`src/rtl/attn_pkg.sv`:
```
package attn_pkg;
  localparam int ADDR_W   = 5;
  localparam int BUS_W    = 16;
  localparam logic [ADDR_W-1:0] SUM_ADDR = 5'd4;

  typedef struct packed {
    logic rdSum;
    logic wrSum;
  } accStrobes_t;
endpackage

```
`src/rtl/attn_ctrl.sv`:
```
module attn_ctrl
  import attn_pkg::*;
(
  input  logic              clk,
  input  logic              rstN,
  input  logic              accValid,
  input  logic              accWrite,
  input  logic [ADDR_W-1:0] accAddr,
  output accStrobes_t       strb
);
  logic hitSum;

  assign hitSum     = accValid && (accAddr == SUM_ADDR);
  assign strb.rdSum = hitSum && !accWrite;
  assign strb.wrSum = hitSum && accWrite;

  // a single access never asks for both read and write
  assert_strobe_excl_R2: assert property (@(posedge clk) disable iff (!rstN)
    $onehot0({strb.rdSum, strb.wrSum}));

  // no strobe for any other register select
  assert_other_addr_R8: assert property (@(posedge clk) disable iff (!rstN)
    (accAddr != SUM_ADDR) |-> !(strb.rdSum || strb.wrSum));
endmodule

```
`src/rtl/attn_drive_cell.sv`:
```
module attn_drive_cell
  import attn_pkg::*;
#(
  parameter int IDX = 0
) (
  input  logic             clk,
  input  logic             rstN,
  input  logic             errIn,
  input  logic             doneIn,
  input  logic             statIn,
  input  logic             busyIn,
  input  logic             rewIn,
  input  logic             clrIn,
  input  logic             rdEn,
  output logic             ataQ,
  output logic             errNow,
  output logic [BUS_W-1:0] busOut
);
  logic setAny;

  assign errNow = errIn && (!busyIn || rewIn);
  assign setAny = errNow || doneIn || statIn;

  always_ff @(posedge clk) begin
    if (!rstN)       ataQ <= 1'b0;
    else if (setAny) ataQ <= 1'b1;
    else if (clrIn)  ataQ <= 1'b0;
  end

  // Each drive drives only its own bit position of the read bus
  always_comb begin
    busOut      = '0;
    busOut[IDX] = rdEn && ataQ;
  end

  assert_set_wins_R6: assert property (@(posedge clk) disable iff (!rstN)
    (setAny && clrIn) |=> ataQ);

  assert_clear_one_R3: assert property (@(posedge clk) disable iff (!rstN)
    (clrIn && !setAny) |=> !ataQ);

  assert_hold_R3: assert property (@(posedge clk) disable iff (!rstN)
    (!clrIn && !setAny) |=> $stable(ataQ));

  assert_busy_err_R5: assert property (@(posedge clk) disable iff (!rstN)
    (errIn && busyIn && !rewIn && !doneIn && !statIn && !clrIn) |=> $stable(ataQ));

  assert_set_R4: assert property (@(posedge clk) disable iff (!rstN)
    (doneIn || statIn) |=> ataQ);
endmodule

```
`src/rtl/attn_datapath.sv`:
```
module attn_datapath
  import attn_pkg::*;
#(
  parameter int NUM_DRIVES = 8
) (
  input  logic                  clk,
  input  logic                  rstN,
  input  accStrobes_t           strb,
  input  logic [BUS_W-1:0]      wrData,
  input  logic [NUM_DRIVES-1:0] setErr,
  input  logic [NUM_DRIVES-1:0] setDone,
  input  logic [NUM_DRIVES-1:0] setStat,
  input  logic [NUM_DRIVES-1:0] goBusy,
  input  logic [NUM_DRIVES-1:0] rewinding,
  output logic [BUS_W-1:0]      rdData,
  output logic [NUM_DRIVES-1:0] ataBits,
  output logic                  attnLine
);
  logic [NUM_DRIVES-1:0] clrVec;
  logic [NUM_DRIVES-1:0] errNowVec;
  logic [BUS_W-1:0]      cellBus [NUM_DRIVES];

  assign clrVec = strb.wrSum ? wrData[NUM_DRIVES-1:0] : '0;

  for (genvar n = 0; n < NUM_DRIVES; n++) begin : g_drive
    attn_drive_cell #(.IDX(n)) u_cell (
      .clk    (clk),
      .rstN   (rstN),
      .errIn  (setErr[n]),
      .doneIn (setDone[n]),
      .statIn (setStat[n]),
      .busyIn (goBusy[n]),
      .rewIn  (rewinding[n]),
      .clrIn  (clrVec[n]),
      .rdEn   (strb.rdSum),
      .ataQ   (ataBits[n]),
      .errNow (errNowVec[n]),
      .busOut (cellBus[n])
    );
  end

  // Wired-OR model of the shared read bus
  always_comb begin
    rdData = '0;
    for (int n = 0; n < NUM_DRIVES; n++) rdData = rdData | cellBus[n];
  end

  assign attnLine = (|ataBits) || (|errNowVec);

  assert_read_idle_R2: assert property (@(posedge clk) disable iff (!rstN)
    !strb.rdSum |-> (rdData == '0));

  assert_attn_line_R7: assert property (@(posedge clk) disable iff (!rstN)
    (|ataBits) |-> attnLine);

  assert_reset_R1: assert property (@(posedge clk)
    $past(!rstN) |-> (ataBits == '0));
endmodule

```
`src/rtl/attn_summary_bus.sv`:
```
module attn_summary_bus
  import attn_pkg::*;
#(
  parameter int NUM_DRIVES = 8
) (
  input  logic                  clk,
  input  logic                  rstN,
  input  logic                  accValid,
  input  logic                  accWrite,
  input  logic [4:0]            accAddr,
  input  logic [15:0]           accWrData,
  output logic [15:0]           accRdData,
  input  logic [NUM_DRIVES-1:0] setErr,
  input  logic [NUM_DRIVES-1:0] setDone,
  input  logic [NUM_DRIVES-1:0] setStat,
  input  logic [NUM_DRIVES-1:0] goBusy,
  input  logic [NUM_DRIVES-1:0] rewinding,
  output logic [NUM_DRIVES-1:0] ataBits,
  output logic                  attnLine
);
  accStrobes_t strb;

  attn_ctrl u_ctrl (
    .clk      (clk),
    .rstN     (rstN),
    .accValid (accValid),
    .accWrite (accWrite),
    .accAddr  (accAddr),
    .strb     (strb)
  );

  attn_datapath #(.NUM_DRIVES(NUM_DRIVES)) u_dp (
    .clk       (clk),
    .rstN      (rstN),
    .strb      (strb),
    .wrData    (accWrData),
    .setErr    (setErr),
    .setDone   (setDone),
    .setStat   (setStat),
    .goBusy    (goBusy),
    .rewinding (rewinding),
    .rdData    (accRdData),
    .ataBits   (ataBits),
    .attnLine  (attnLine)
  );
endmodule

```
`config.mk`:
```
export PLATFORM = sky130hd
export DESIGN_NAME = attn_summary_bus
export DESIGN_NICKNAME = d
export VERILOG_FILES = /design/src/rtl/attn_pkg.sv /design/src/rtl/attn_ctrl.sv /design/src/rtl/attn_drive_cell.sv /design/src/rtl/attn_datapath.sv /design/src/rtl/attn_summary_bus.sv
export SDC_FILE = /design/constraint.sdc
export NUM_CORES = 1
export LEC_CHECK = 0
export BUFFER_PORTS_ARGS = -buffer_cell sky130_fd_sc_hd__buf_2
export CAP_MARGIN = 20
export CORE_MARGIN = 2
export CORE_UTILIZATION = 35
export CTS_BUF_LIST = sky130_fd_sc_hd__clkbuf_8
export CTS_CLUSTER_DIAMETER = 80
export DETAILED_ROUTE_END_ITERATION = 7
export GPL_TIMING_DRIVEN = 1
export PLACE_DENSITY = 0.95
export SETUP_SLACK_MARGIN = 0.15
export SLEW_MARGIN = 20
export SYNTH_ARGS = -nofsm -noshare
export SYNTH_HDL_FRONTEND = slang
export SYNTH_SLANG_ARGS = --single-unit
```
`constraint.sdc`:
```
create_clock -name clk -period 2.8 [get_ports clk]
set_input_delay 0.42 -clock clk [delete_from_list [all_inputs] [get_ports clk]]
set_output_delay 0.42 -clock clk [all_outputs]
set_load 0.005 [all_outputs]
```
==> results by group, run 1 <==
Pwr
  – Cell Pwr Density: ~330 nW/um^2
  – Leakage power: 0.600 nW
  – VDD IR-drop max: about 140 uV

Logic synthesis
  – Synthesized flop and latch total: 8
  – Synth Area per Inst: between 7 and 8 sq um
  – Post-synth top area share: 0.234
  – Netlist Area Pre-Place: 686 sq um
  – Top cells by area, synth: dfxtp_1 23%, buf_4 18%, o21ai_2 10%
  – Largest area contributor in the netlist: dfxtp_1
  – Sequential element share of the synthesized area: 0.234
  – Mapped Cells: 93
  – Synth warnings: 0
  – Count of different cell masters after synthesis: 18

Clock network
  – Clk Latency, worst-skew pair: roughly 220 ps
  – Post-CTS sizing: 0
  – Clk slew on worst S/H paths: roughly 40 ps
  – Post-CTS setup buffer count: 0
  – CTS root buffer: clkbuf_8
  – TritonCTS clock tree: built
  – Bufs on Longest Clock Path: 2
  – Cts bufs inserted: 3
  – CTS H-tree lvls: 1
  – Hold_buf cts: 0
  – Clock sinks: 8

Timing
  – RSZ-0062 raised after global routing: no
  – Final Hold Vio Count: 0
  – FMAX: 466 MHz
  – Min Clock Period, post-route: approximately 2100 ps
  – Fin. max-slew vios: 0
  – Total negative slack: 0 ps
  – Setup Viol. Count Final: 0
  – Post-Route Skew: 0 ps
  – Hold_ws: 478 ps
  – Crit share post-route: 0.766

Global routing
  – Vias in the first global route: a little under 600
  – GRT Residual Overflow: 0
  – Initial antenna violation count: 0
  – Largest net degree at the start of global routing: 9
  – First-pass GRT wire length: between 2000 and 2500 um
  – Total track usage: 0.132

Setup path
  – Crit path arrival time: around 1700 ps
  – Setup CP Type: primary input to output pin
  – Crit path launch type: primary input
  – Reg2Reg Setup Slack: around 2100 ps
  – Critical Path RT: 2380 ps
  – Critical path peak fanout: 8
  – Worst Setup End Kind: output pin

Run
  – Max_cap viols: 0

Layout
  – Largest register FFs: 8
  – Final cell count without fillers: 186
  – Most common cell after layout, fill and taps aside: buf_2
  – Design area: approximately 1000 sq um
  – Antenna diode count: 0
  – Top Registers: u_dp.g_drive.u_cell.ataQ: 8 flops
  – Synth-to-layout area growth: 48.9%
  – Layout cells sized above 1: 0.541
  – Commonest non-fill, non-tap cells in the layout: 73 x buf_2, 17 x inv_1
  – Most flops, register: u_dp.g_drive.u_cell.ataQ
  – Post-layout nets: between 200 and 250

Run status
  – Status: finished, final reports clean

Floorplanning
  – Die Span Y: 48.3 um
  – I/O pin total: 90
  – Die width: 48.3 um
  – Initial core utilization: 0.361
  – Core Box Area: 1900 sq um
  – Rows: 16
  – Die ar.: between 2000 and 2500 sq um

Detailed routing
  – Drt first pass iters: 4
  – Drt first-iter violations: 9
  – Routed vias: about 810
  – DR DRC count: 0
  – Antenna-violating nets left: 0
  – DR WL/cell: between 9 and 10 um
  – Detailed Route WL: between 1500 and 2000 um
  – Vias per cell: approximately 4.4

Worst hold path
  – Min-Delay Path Class: primary input to flop

Placement
  – Placed inst area: between 900 and 1000 sq um
  – Port buffer count: between 70 and 80
  – Placer congestion estimate: ~0.63
  – Final HPWL DP: around 1600 um
  – Placed insts: between 150 and 200
## stage by stage
step	setup WS [ps]	util	power, mW
after detailed placement	645	0.515	0.214
after CTS	643	0.537	0.345
after global routing	555	0.537	0.364
after floorplan	949	-	0.180
final	656	0.537	0.341
after global placement	672	0.515	0.211
## cells by family after synthesis
| family | share of synthesized area |
|---|---|
| flip-flops | 0.234 |
| AND/OR/NAND/NOR | 0.243 |
| other | 0.00547 |
| AO/OA/AOI/OAI | 0.234 |
| buffers and inverters | 0.285 |
## final cells by class
| class | count | area (sq um) |
|---|---|---|
| repair buffers | 73 | 365 |
| multi-input cells | 58 | 357 |
| well taps | 27 | 33.8 |
| flip-flops and latches | 8 | 160 |
| inverters | 17 | 63.8 |
| fillers | 205 | 881 |
| clock buffers | 3 | 41.3 |
## report_power, final
part | internal, mW | leakage (nW) | total (mW) | switching, mW
Sequential | 0.123 | 0.0675 | 0.132 | 0.00888
Clock | 0.0925 | 0.0216 | 0.131 | 0.0381
Combinational | 0.0459 | 0.511 | 0.0793 | 0.0334
## cells in the mapped netlist
cell / number
inv_1: 17
buf_4: 16
a31oi_1: 8
and2_1: 8
dfxtp_1: 8
nor2_1: 8
o21ai_0: 8
o21ai_2: 8
nand4_1: 2
nor4_1: 2
buf_6: 1
conb_1: 1
nand2_1: 1
nand3b_1: 1
nor4b_4: 1
or2_1: 1
or3_1: 1
or4b_4: 1
## critical path: stages
cell and delay, ps:
buf_2 100, or4b_4 550, nor4b_4 360, and2_1 180, buf_2 100
## routing by layer
metal | up-vias | wire, um | GRT usage
li1 | 416 | - | -
met5 | - | 0 | 0
met2 | 44 | 882 | 0.239
met1 | 349 | 641 | 0.149
met4 | 0 | 13 | 0.0486
met3 | 2 | 170 | 0.0296
## final timing paths
| check | to | cells after the start | start |
|---|---|---|---|
| min reg2reg | u_dp.g_drive[4].u_cell.ataQ | 2 | u_dp.g_drive[4].u_cell.ataQ |
| max | accRdData[1] | 5 | accAddr[1] |
| max reg2reg | u_dp.g_drive[0].u_cell.ataQ | 2 | u_dp.g_drive[0].u_cell.ataQ |
| min | u_dp.g_drive[4].u_cell.ataQ | 3 | setStat[4] |
(Power assumes the default switching activity.)
==> run 2: changes to the inputs <==
- ABC_AREA: unset -> 1
- CORE_UTILIZATION: 35 -> 34
- clock period: 2.8 -> 2.2 ns (I/O delays scaled with it)
==> run 2 against run 1 <==
Against the previous run: sequential share of layout area shrank 1.1 points; flip-flop and latch count is the same; critical path type is now flop to output pin; critical endpoint is now attnLine; power grew 34%; wire length up 13%; highest routed layer is now met3; critical path depth stayed put; largest cell class is now multi-input combinational cells.
==> results by group, run 2 <==
Clock network
  – Clock sinks: 8 (unchanged)
  – CTS H-tree lvls: 1 (unchanged)
  – Bufs on Longest Clock Path: 2 (unchanged)
  – Clk slew on worst S/H paths: 40 ps (about the same)
  – TritonCTS clock tree: built (unchanged)
  – Clk Latency, worst-skew pair: 220 ps (about the same)
  – Post-CTS sizing: 0 (unchanged)
  – Hold_buf cts: 0 (unchanged)
  – Cts bufs inserted: 3 (unchanged)
  – Post-CTS setup buffer count: 0 (unchanged)
  – CTS root buffer: clkbuf_8 (unchanged)

Timing
  – FMAX: 675 MHz
  – Crit share post-route: 0.673
  – RSZ-0062 raised after global routing: no (unchanged)
  – Final Hold Vio Count: 0 (unchanged)
  – Min Clock Period, post-route: approximately 1500 ps
  – Post-Route Skew: 0 ps (unchanged)
  – Fin. max-slew vios: 0 (unchanged)
  – Setup Viol. Count Final: 0 (unchanged)
  – Total negative slack: 0 ps (unchanged)

Setup path
  – Crit path launch type: flop (was primary input)
  – Crit path cell chain: nor2_1, nand4_1, nor3_1, nand3_1, buf_2 (was buf_2, or4b_4, nor4b_4, and2_1, buf_2)
  – R2R Path End: u_dp.g_drive[4].u_cell.ataQ (was u_dp.g_drive[0].u_cell.ataQ)
  – Setup CP Type: flop to output pin (was primary input to output pin)
  – Slowest CP cell: dfxtp_1 (was or4b_4)
  – Critical Path RT: 1870 ps (was 2380 ps)
  – CP Buf/Inv Count: 1 (was 2)
  – Reg2Reg Setup Slack: 1590 ps (was 2110 ps)
  – Reg2Reg Launch Point: u_dp.g_drive[4].u_cell.ataQ (was u_dp.g_drive[0].u_cell.ataQ)
  – Critical Path Stages: 5 (unchanged)
  – Critical path peak fanout: 4 (was 8)
  – Crit path arrival time: 1150 ps (was 1720 ps)
  – Worst path max stage delay: 320 ps (was 550 ps)
  – Cell family with most CP delay: simple AND/OR/NAND/NOR gates (unchanged)
  – Worst Setup End Kind: output pin (unchanged)
  – FF-to-FF path depth: 2 (unchanged)

Logic synthesis
  – Synthesized flop and latch total: 8 (unchanged)
  – Synth Area per Inst: 6.96 sq um (was 7.37 sq um)
  – Largest area contributor in the netlist: dfxtp_1 (unchanged)
  – Sequential element share of the synthesized area: 0.213 (was 0.234)
  – Number of synthesized flops with an enable pin: 0 (unchanged)
  – Top_reg_cell synth: dfxtp_1 (unchanged)
  – Async set or reset register ratio after synthesis: 0 (unchanged)
  – Mapped Cells: 108 (was 93)
  – Synth warnings: 0 (unchanged)
  – Top cells by area, synth: dfxtp_1 21%, buf_4 16%, inv_1 9.5% (was dfxtp_1 23%, buf_4 18%, o21ai_2 10%)
  – Netlist Area Pre-Place: 752 sq um (was 686 sq um)
  – Post-synth top area share: 0.213 (was 0.234)
  – Count leader, synth: inv_1 (unchanged)
  – Count of different cell masters after synthesis: 17 (was 18)
  – Post-synth top cells: 19 x inv_1, 16 x buf_4, 10 x nor3_1 (was 17 x inv_1, 16 x buf_4)

Pwr
  – Cell Pwr Density: 417 nW/um^2 (was 334 nW/um^2)
  – Leakage power: 0.677 nW (was 0.600 nW)
  – Total Power: 456 uW (was 341 uW)
  – VDD IR-drop max: 307 uV (was 144 uV)

Floorplanning
  – Initial core utilization: 0.350 (was 0.361)
  – Die Span Y: 51.0 um (was 48.3 um)
  – Die width: 51.0 um (was 48.3 um)
  – Die ar.: 2600 sq um (was 2330 sq um)
  – Rows: 17 (was 16)
  – Core Box Area: 2150 sq um (was 1900 sq um)
  – I/O pin total: 90 (unchanged)

Placement
  – Final HPWL DP: 1690 um (was 1560 um)
  – Placer congestion estimate: 0.694 (was 0.628)
  – Port buffer count: 73 (unchanged)

Layout
  – Most common cell after layout, fill and taps aside: buf_2 (unchanged)
  – Largest register FFs: 8 (unchanged)
  – Antenna diode count: 0 (unchanged)
  – Synth-to-layout area growth: 45.6% (was 48.9%)
  – Most flops, register: u_dp.g_drive.u_cell.ataQ (unchanged)
  – Fill cells: 245 (was 205)
  – Top Registers: u_dp.g_drive.u_cell.ataQ: 8 flops (unchanged)
  – Layout cells sized above 1: 0.511 (was 0.541)
  – Area of the multi-input gates: 422 sq um (was 357 sq um)
  – FF+latch area: 160 sq um (unchanged)
  – Commonest non-fill, non-tap cells in the layout: 73 x buf_2, 19 x inv_1, 10 x nor3_1 (was 73 x buf_2, 17 x inv_1)
  – Post-layout nets: 241 (was 226)

Detailed routing
  – Antenna-violating nets left: 0 (unchanged)
  – DR WL/cell: 9.56 um (was 9.18 um)
  – Drt first pass iters: 5 (was 4)
  – Detailed Route WL: 1930 um (was 1710 um)
  – Drt first-iter violations: 8 (was 9)
  – Routed vias: 873 (was 811)
  – Vias per cell: 4.32 (was 4.36)
  – DR DRC count: 0 (unchanged)

Worst hold path
  – Worst Hold Endpoint: u_dp.g_drive[2].u_cell.ataQ (was u_dp.g_drive[4].u_cell.ataQ)
  – Hold path start: setStat[2] (was setStat[4])
  – Min-Delay Path Class: primary input to flop (unchanged)
  – WHS Path Cells: 3 (unchanged)

Global routing
  – Initial antenna violation count: 0 (unchanged)
  – First-pass GRT wire length: 3030 um (was 2190 um)
  – Total track usage: 0.150 (was 0.132)
  – Vias in the first global route: 764 (was 578)
  – Largest net degree at the start of global routing: 10 (was 9)
  – GRT Residual Overflow: 0 (unchanged)

Run status
  – Status: finished, final reports clean (unchanged)

Run
  – Max_cap viols: 0 (unchanged)
==> run 2: cell count changes after synthesis, moves of 5 or more <==
| cell | before | now |
|---|---|---|
| nor2_1 | 8 | 3 |
| o21ai_0 | 8 | 0 |
| nand2_1 | 1 | 9 |
| nor3_1 | 0 | 10 |
| a31oi_1 | 8 | 0 |
| nor2_2 | 0 | 8 |
| a21oi_1 | 0 | 8 |
| nand4_1 | 2 | 9 |
| and2_1 | 8 | 0 |
| a21boi_0 | 0 | 8 |
| o21ai_2 | 8 | 0 |
==> run 2: where the power goes <==
group	internal, mW	leakage, nW	switching (mW)
Sequential	0.156	0.0675	0.00793
Combinational	0.0620	0.588	0.0548
Clock	0.118	0.0216	0.0570
Total	0.336	0.677	0.120
==> run 2: kinds of logic (layout without fill, tap and decap cells) <==
| family | Yosys count | after routing | share of synthesized area |
|---|---|---|---|
| other | 1 | 8 | 0.00499 |
| and+or+nand+nor | 47 | 47 | 0.388 |
| DFF | 8 | 8 | 0.213 |
| AOI/OAI and AO/OA | 16 | 16 | 0.133 |
| buffers and inverters | 36 | 95 | 0.261 |
==> run 2: through the flow <==
step                      setup WS, ps  hold slack, ps  cell area (sq um)   util  instances
final                              720             370               1090  0.510        202
after global routing               604             396               1090  0.510        202
after CTS                          708             369               1090  0.510        202
after detailed placement           716             468               1050  0.490        199
after global placement             719             466               1050  0.490        199
after floorplan                   1010             453                778      -        115
==> run 2: per-layer routing <==
| layer | wire length [um] | GRT usage | part of all wire |
|---|---|---|---|
| met5 | 0 | 0 | 0 |
| met4 | 0 | 0.0135 | 0 |
| met3 | 143 | 0.0526 | 0.074 |
| met2 | 986 | 0.271 | 0.51 |
| met1 | 801 | 0.176 | 0.41 |
==> run 2: layout make-up <==
class / instances / share of cell area
sequential: 8 / 0.146
multi-input combinational: 71 / 0.385
inverter: 19 / 0.0651
clock buffer: 3 / 0.0377
tap: 28 / 0.0320
timing repair buffer: 73 / 0.334
==> run 2: worst max path at each step <==
| stage | from | to | slack (ps) |
|---|---|---|---|
| floorplan | accAddr[0] | accRdData[0] | 1010 |
| global placement | rewinding[5] | attnLine | 720 |
| detailed placement | accAddr[0] | accRdData[3] | 720 |
| CTS | u_dp.g_drive[1].u_cell.ataQ | attnLine | 710 |
| global route | u_dp.g_drive[1].u_cell.ataQ | attnLine | 600 |
| finish | u_dp.g_drive[1].u_cell.ataQ | attnLine | 720 |
==> run 2: worst register-to-register path, delay by kind of cell (launching register included) <==
family	cells	cell delay (ps)
flip-flops	1	370
AO/OA/AOI/OAI	1	110
AND/OR/NAND/NOR	1	70
==> run 3: changes to the inputs <==
- clock period: 2.2 -> 1.5 ns (I/O delays scaled with it)
==> run 3 against run 2 <==
Against the previous run: via count rose by 4.5%; critical path depth did not move; non-clock buffer count rose by 3; cell count rose by 1.5%; die area did not move; sequential power rose by 47%; combinational power rose by 58%; clock power rose by 45%; register-to-register slack got worse by 770 ps; critical path type unchanged; critical endpoint unchanged.
==> results by group, run 3 (same netlist as run 2, synthesis figures left out) <==
Run status
  – Status: finished, final reports clean (unchanged)

Setup path
  – Crit path cell chain: nor2_2, nand4_1, nor3_2, nand3_1, buf_2 (was nor2_1, nand4_1, nor3_1, nand3_1, buf_2)
  – CP Buf/Inv Count: 1 (unchanged)
  – Crit path arrival time: 1090 ps (was 1150 ps)
  – Critical Path RT: 1270 ps (was 1870 ps)
  – Slowest CP cell: dfxtp_2 (was dfxtp_1)
  – Critical path peak fanout: 2 (was 4)
  – Worst Setup End Kind: output pin (unchanged)
  – Cell family with most CP delay: simple AND/OR/NAND/NOR gates (unchanged)
  – Setup CP Type: flop to output pin (unchanged)
  – Worst path max stage delay: 320 ps (about the same)
  – Crit path launch type: flop (unchanged)

Clock network
  – Hold_buf cts: 0 (unchanged)
  – Clk slew on worst S/H paths: 40 ps (about the same)
  – Clk Latency, worst-skew pair: 220 ps (about the same)
  – TritonCTS clock tree: built (unchanged)
  – Bufs on Longest Clock Path: 2 (unchanged)
  – CTS H-tree lvls: 1 (unchanged)
  – Clock sinks: 8 (unchanged)
  – CTS root buffer: clkbuf_8 (unchanged)
  – Cts bufs inserted: 3 (unchanged)

Detailed routing
  – Highest Signal Layer: met3 (unchanged)
  – Met3 WL post-DR: 176 um (was 143 um)
  – Drt first-iter violations: 7 (was 8)
  – Vias per cell: 4.45 (was 4.32)
  – Detailed Route WL: 2000 um (was 1930 um)
  – DR DRC count: 0 (unchanged)
  – DR WL/cell: 9.77 um (was 9.56 um)
  – Routed vias: 912 (was 873)
  – Wl on met1: 747 um (was 801 um)
  – Drt first pass iters: 3 (was 5)
  – DR WL met2: 1080 um (was 986 um)
  – Antenna-violating nets left: 0 (unchanged)

Global routing
  – Total track usage: 0.157 (was 0.150)
  – Largest net degree at the start of global routing: 10 (unchanged)
  – Initial antenna violation count: 0 (unchanged)
  – Vias in the first global route: 770 (was 764)
  – First-pass GRT wire length: 3180 um (was 3030 um)
  – GRT Residual Overflow: 0 (unchanged)

Pwr
  – Leakage power: 0.696 nW (was 0.677 nW)
  – Total internal power: 502 uW (was 336 uW)
  – Sw Share: 0.263 (about the same)
  – Cell Pwr Density: 599 nW/um^2 (was 417 nW/um^2)
  – Clock power share: 0.375 (was 0.385)
  – Net switching power figure: 179 uW (was 120 uW)
  – Combinational share of power: 0.272 (was 0.256)
  – VDD IR-drop max: 403 uV (was 307 uV)
  – Flop pwr share: 0.353 (was 0.359)

Layout
  – Most common cell after layout, fill and taps aside: buf_2 (unchanged)
  – Layout cells sized above 1: 0.565 (was 0.511)
  – Post-layout nets: 244 (was 241)
  – Synth-to-layout area growth: 51.2% (was 45.6%)
  – Antenna diode count: 0 (unchanged)
  – Top Registers: u_dp.g_drive.u_cell.ataQ: 8 flops (unchanged)
  – Commonest non-fill, non-tap cells in the layout: 73 x buf_2, 19 x inv_1, 10 x nor2_2 (was 73 x buf_2, 19 x inv_1, 10 x nor3_1)
  – Most flops, register: u_dp.g_drive.u_cell.ataQ (unchanged)
  – Fill cells: 232 (was 245)
  – Largest register FFs: 8 (unchanged)
  – Design area: 1140 sq um (was 1090 sq um)

Floorplanning
  – Core Box Area: 2150 sq um (unchanged)
  – Die width: 51.0 um (unchanged)
  – I/O pin total: 90 (unchanged)
  – Die ar.: 2600 sq um (unchanged)
  – Die Span Y: 51.0 um (unchanged)
  – Initial core utilization: 0.350 (unchanged)
  – Rows: 17 (unchanged)

Timing
  – Final Hold Vio Count: 0 (unchanged)
  – FMAX: ~760 MHz
  – Final worst-path setup slack: 186 ps (was 720 ps)
  – Min Clock Period, post-route: approximately 1300 ps
  – Post-Route Skew: 0 ps (unchanged)
  – RSZ-0062 raised after global routing: yes (was no)
  – Fin. max-slew vios: 0 (unchanged)
  – Total negative slack: 0 ps (unchanged)
  – Crit share post-route: 0.876
  – Setup Viol. Count Final: 0 (unchanged)

Placement
  – Final HPWL DP: 1700 um (was 1690 um)
  – Port buffer count: 73 (unchanged)
  – Placer congestion estimate: 0.696 (was 0.694)
  – Dpl ws: 221 ps (was 716 ps)
  – Placed inst area: 1050 sq um (unchanged)

Worst hold path
  – Min-Delay Path Class: primary input to flop (unchanged)

Run
  – Max_cap viols: 0 (unchanged)
## run 3: changes by cell type in the layout (fill, tap and decap cells not counted)
cell     delta
nor3_2      +2
dfxtp_1     -4
buf_4       +3
nor3_1      -2
nor2_2      +2
nor2_1      -2
dfxtp_2     +4
## run 3: what timing repair did
action,4_1_cts,5_1_grt
endpoints found under the setup margin,1,2
buffers inserted,3,0
resized for setup,6,2
pin swaps,5,3
## run 3: power by group through the flow
stage	registers [mW]	clock network [mW]	logic, mW
3_3_place_gp	0.244	0	0.170
6_report	0.241	0.255	0.185
4_1_cts	0.240	0.261	0.186
3_5_place_dp	0.244	0	0.173
2_1_floorplan	0.242	0	0.112
5_1_grt	0.243	0.276	0.209
## run 3: layer usage
layer,up-vias,global-route usage
met1,403,0.175
li1,472,-
met3,0,0.0497
met5,-,0
met2,37,0.299
met4,0,0.0135
## run 3: worst paths after layout
kind                                      end                        start  slack (ps)  depth (start not counted)
hold / removal    u_dp.g_drive[2].u_cell.ataQ                   setStat[2]         270                          3
hold reg to reg   u_dp.g_drive[7].u_cell.ataQ  u_dp.g_drive[7].u_cell.ataQ         470                          2
setup / recovery                     attnLine  u_dp.g_drive[2].u_cell.ataQ         190                          5
setup reg to reg  u_dp.g_drive[4].u_cell.ataQ  u_dp.g_drive[4].u_cell.ataQ         820                          3
## run 3: stage by stage
stage	utilization	power [mW]	cells	hold WS, ps
final	0.529	0.682	205	266
after CTS	0.527	0.687	205	268
after detailed placement	0.490	0.417	199	469
after global routing	0.529	0.728	205	289
after global placement	0.490	0.413	199	466
after floorplan	-	0.353	115	402
## run 3: worst min-delay path, cell delays in order
cell and delay (ps):
buf_2 70, nor3_1 40, a21oi_1 120
## run 3: layout make-up
class	count	area [sq um]	share of cell area
inverters	19	71.3	0.0627
multi-input cells	71	437	0.384
flip-flops and latches	8	165	0.145
clock buffers	3	41.3	0.0363
well taps	28	35.0	0.0308
repair buffers	76	388	0.341
